`src/rtl/svfc_pkg.sv`:
```
package svfc_pkg;
  // Strobes from control to datapath
  typedef struct packed {
    logic discharge;  // subtract reference this cycle
    logic gateOpen;   // comparator result may pass
  } ctlStrb_t;
endpackage

```
`src/rtl/svfc_datapath.sv`:
```
module svfc_datapath
  import svfc_pkg::*;
#(
  parameter int REF   = 64,
  parameter int IN_W  = 7,
  parameter int ACC_W = 8
) (
  input  logic                    clk,
  input  logic                    rst,
  input  logic [IN_W-1:0]         din,
  input  ctlStrb_t                strb,
  output logic                    gatedCmp,
  output logic signed [ACC_W-1:0] acc
);
  localparam int PAD_W = ACC_W - IN_W;
  localparam logic signed [ACC_W-1:0] REF_S = REF[ACC_W-1:0];

  logic signed [ACC_W-1:0] accQ;
  logic signed [ACC_W-1:0] accNext;
  logic signed [ACC_W-1:0] dinExt;
  logic signed [ACC_W-1:0] drain;
  logic                    aboveZero;

  always_comb begin
    dinExt  = signed'({{PAD_W{1'b0}}, din});
    drain   = strb.discharge ? REF_S : '0;
    accNext = accQ + dinExt - drain;
  end

  always_ff @(posedge clk) begin
    if (rst) accQ <= '0;
    else     accQ <= accNext;
  end

  assign aboveZero = ~accQ[ACC_W-1];
  assign gatedCmp  = aboveZero & strb.gateOpen;
  assign acc       = accQ;


  no_overflow_chk: assert property (@(posedge clk) disable iff (rst)
    (accQ >= -REF_S) && (accQ < REF_S));


  rise_needs_charge_chk: assert property (@(posedge clk) disable iff (rst)
    $rose(strb.discharge) |-> $past(aboveZero));


  hold_when_negative_chk: assert property (@(posedge clk) disable iff (rst)
    (!strb.discharge && !aboveZero) |=> !strb.discharge);


  fire_when_charged_chk: assert property (@(posedge clk) disable iff (rst)
    (!strb.discharge && aboveZero) |=> strb.discharge);
endmodule

```
`src/rtl/svfc_ctl.sv`:
```
module svfc_ctl
  import svfc_pkg::*;
(
  input  logic     clk,
  input  logic     rst,
  input  logic     gatedCmp,
  output ctlStrb_t strb
);
  logic sampQ;   // falling-edge capture
  logic latchQ;  // rising-edge discharge latch

  always_ff @(negedge clk) begin
    if (rst) sampQ <= 1'b0;
    else     sampQ <= gatedCmp;
  end

  always_ff @(posedge clk) begin
    if (rst) latchQ <= 1'b0;
    else     latchQ <= sampQ;
  end

  always_comb begin
    strb.discharge = latchQ;
    strb.gateOpen  = ~latchQ;
  end


  single_clock_pulse_chk: assert property (@(posedge clk) disable iff (rst)
    latchQ |=> !latchQ);
endmodule

```
`src/rtl/svfc_top.sv`:
```
module svfc_top
  import svfc_pkg::*;
#(
  parameter int REF   = 64,
  parameter int IN_W  = 7,
  parameter int ACC_W = $clog2(REF) + 2
) (
  input  logic                    clk,
  input  logic                    rst,
  input  logic [IN_W-1:0]         din,
  output logic                    pulseOut,
  output logic signed [ACC_W-1:0] accOut
);
  ctlStrb_t strb;
  logic     gatedCmp;

  svfc_ctl u_ctl (
    .clk      (clk),
    .rst      (rst),
    .gatedCmp (gatedCmp),
    .strb     (strb)
  );

  svfc_datapath #(.REF(REF), .IN_W(IN_W), .ACC_W(ACC_W)) u_dp (
    .clk      (clk),
    .rst      (rst),
    .din      (din),
    .strb     (strb),
    .gatedCmp (gatedCmp),
    .acc      (accOut)
  );

  assign pulseOut = strb.discharge;
endmodule

```
`config.mk`:
```
export PLATFORM = sky130hd
export DESIGN_NAME = svfc_top
export DESIGN_NICKNAME = d
export VERILOG_FILES = /design/src/rtl/svfc_pkg.sv /design/src/rtl/svfc_datapath.sv /design/src/rtl/svfc_ctl.sv /design/src/rtl/svfc_top.sv
export SDC_FILE = /design/constraint.sdc
export NUM_CORES = 1
export LEC_CHECK = 0
export BUFFER_PORTS_ARGS = -buffer_cell sky130_fd_sc_hd__buf_4
export CAP_MARGIN = 10
export CORE_AREA = 2 2 58 43
export DETAILED_ROUTE_END_ITERATION = 7
export DIE_AREA = 0 0 60 45
export GPL_TIMING_DRIVEN = 0
export PLACE_DENSITY = 0.54
export SYNTH_ARGS = -nofsm -noshare
export SYNTH_HDL_FRONTEND = slang
export SYNTH_SLANG_ARGS = --single-unit
```
`constraint.sdc`:
```
create_clock -name clk -period 2.1 [get_ports clk]
set_clock_uncertainty 0.05 [all_clocks]
set_input_delay 0.21 -clock clk [delete_from_list [all_inputs] [get_ports clk]]
set_output_delay 0.21 -clock clk [all_outputs]
set_load 0.1 [all_outputs]
```
-- Word level (Yosys, flattened, before mapping)
Index checks and enable logic that the tools add are counted.
W data, S select, Z words.
- add/sub/neg operators: 2
- muxes and demuxes: 1
- bitwise gates (word level): 3
- operator list (cell ; count):
    $add A8 B8 Y8 ; 1
    $sub A8 B8 Y8 ; 1
    $mux W7 ; 1
    $not A1 Y1 ; 2
    $and A1 B1 Y1 ; 1
- register bits after elaboration: 10
- output and inout bits: 9
- word-level logic and storage cells: 9

-- Logic depth before layout (Yosys ltp)
- word-level depth: 2
- mapped depth: 8
- depth with buffers taken out: 8

-- Modules after synthesis
From an unflattened synthesis, not the netlist that was laid out.
- cells, all modules: 89
- area, all modules: 738.2 µm²
- modules (own cells, without submodules) (module ; cells an instance ; instances ; area each (µm²)):
    svfc_datapath ; 82 ; 1 ; 670.6
    svfc_ctl ; 7 ; 1 ; 67.6

==> summary.txt <==
Run status
  • Outcome: finished, final reports clean

Finish
  • Filler instances: approximately 220
  • Layout Nets: 130
  • Synth-to-layout area growth: 32.6%
  • Ant diodes: 0
  • Layout cells sized above 1: 0.355
  • Final Non-Filler Cells: 139
  • Final instance area: 956 µm²

Synthesis
  • Ys async rst share: 0
  • Area leader, netlist: dfxtp_1
  • Ranking of synthesized cells by area: dfxtp_1 (28%), ha_1 (21%), inv_1 (11%)
  • Sequential share of the synthesized area: 0.278
  • Yosys reg bits: 10
  • Synthesized area: slightly above 700 µm²
  • Post-synth top cells: inv_1 (22), ha_1 (12), dfxtp_1 (10)
  • Number of synthesized flops with an enable pin: 0
  • Post-synth top area share: 0.278
  • Main synth FF type: dfxtp_1
  • Synth Area per Inst: about 8.4 µm²
  • Count of different cell masters after synthesis: 26
  • Ys Warns: 0
  • Most frequent cell after synthesis: inv_1
  • Cell count after synthesis: 86
  • Syn Nets: approximately 110

Worst hold path
  • Worst hold path class: in2reg
  • Hold path cells: 3

Die
  • Core area: 2120 µm²
  • Die Wd: 60 µm
  • Die Area: approximately 2700 µm²
  • Num rows: 14
  • Die H: roughly 45 µm
  • Top Ports: 18
  • Initial core utilization: 0.340

Clocking
  • CTS Sinks: 10
  • CTS buffer count: 3
  • # hold bufs at CTS: 0
  • CTS tree: built
  • H-tree depth: 1
  • Root buffer cell: clkbuf_4
  • Reg clk slew, reported paths: 70 ps
  • Clock buffer depth: 2
  • Worst-skew pair later-pin latency: about 320 ps

Critical path
  • CP Data Arrival Time: about 2100 ps
  • Worst Setup Start Kind: register
  • Critical setup path kind: reg2reg
  • Critical path required time: roughly 2200 ps
  • Max FO, Critical Path: 5
  • R2R Setup Slk: about 110 ps
  • Path depth of the worst reg2reg path: 6
  • CP Capture Type: register

Route
  • Via/cell ratio: ~4.2
  • Initial DRC count: 1
  • Vias post-DR: around 590
  • WL/cell: 8.82 µm
  • Routed Wire Length: 1230 µm
  • Antenna viol nets, final: 0
  • First-pass DRT Iterations: 4
  • Drt drc: 0

Placement
  • Placed cell count: between 100 and 150
  • Post-DP Area: a little over 900 µm²
  • Number of port buffers: 17
  • Detail Placement HPWL: around 1000 µm
  • Gp weighted congestion: 0.825

Timing
  • Tightest Pin Transition: ~280 ps
  • Tcrit/Tclk final: 0.946
  • Unrepaired setup endpoints after global routing: no
  • Setup TNS Final: 0 ps
  • Final Setup Violations: 0
  • Max-slew violations: 0
  • Fmax: roughly 500 MHz
  • Hold Fails Final Rpt: 0
  • Slew HR: 0.814
  • Clock period minus worst slack: about 2000 ps

Job
  • Max-Cap Viols: 0

Global route
  • First-pass GRT wire length: between 2000 and 2500 µm
  • Total grt overflow: 0
  • Initial antenna violation count: 0
  • Largest net degree at the start of global routing: 11
  • Tot GR Track Use: 0.110
  • Number of global-route vias before repair: approximately 530
## through the flow
stage	utilization	worst slack [ps]	hold slack (ps)
6_report	0.451	114	215
5_1_grt	0.451	5.14	224
4_1_cts	0.445	70.5	208
3_5_place_dp	0.428	89.5	509
3_3_place_gp	0.428	93.7	491
2_1_floorplan	-	-146	377
## worst max-delay path, cell delays in order (launching register included)
cell	delay [ps]
dfxtp_4	350
inv_1	50
fa_1	500
ha_4	310
nand2_1	70
o221ai_2	200
mux2_1	340
## placed cells by master (no fill, tap or decap), types with 2 or more instances in the layout
cell,count
a21oi_1,3
buf_4,17
clkbuf_4,3
dfxtp_2,6
dfxtp_4,3
ha_1,11
inv_1,22
mux2_1,2
nand2_1,2
nor2_1,6
nor2b_1,6
nor3_1,5
o21a_1,2
## cell families after synthesis
kind of cell             Yosys count  synth area share
XOR/XNOR                           2            0.0243
adder cells (fa/ha/maj)           13             0.236
AND/OR/NAND/NOR                   24             0.186
AO/OA/AOI/OAI                     11             0.118
buffers and inverters             24             0.127
flip-flops                        10             0.278
multiplexers                       2            0.0312
## worst paths after layout
check,from,endpoint
worst max register to register,u_ctl.latchQ,u_dp.acc[7]
worst max-delay path,u_ctl.latchQ,u_dp.acc[7]
worst min-delay path,din[0],u_dp.acc[0]
worst min register to register,u_dp.acc[0],u_dp.acc[0]
## sequential cells by signal, indices dropped and copies added, names as in the netlist
register	count
u_ctl.latchQ	1
u_ctl.sampQ	1
u_dp.acc	8
## layer usage
layer,GRT usage,wire length (µm),up-vias
met4,0.0267,8,0
met2,0.170,510,15
li1,-,-,313
met3,0.0602,90,2
met5,0,0,-
met1,0.135,616,256
## layout make-up
class,instances,area [µm²],share of cell area
Timing Repair Buffer,17,128,0.134
Clock buffer,4,36.3,0.0380
Clock inverter,1,3.75,0.00393
Inverter,22,82.6,0.0864
Tap cell,32,40.0,0.0419
Multi-Input combinational cell,52,442,0.462
Sequential cell,10,219,0.229
Buffer,1,5.00,0.00524
## repair_timing
action                     CTS  global route
resized for setup            0             1
setup endpoints to repair    0             1
setup buffers                0             0
Power is not shown: default switching activity piles up to over one toggle a cycle in this logic, so the estimate is an artifact.
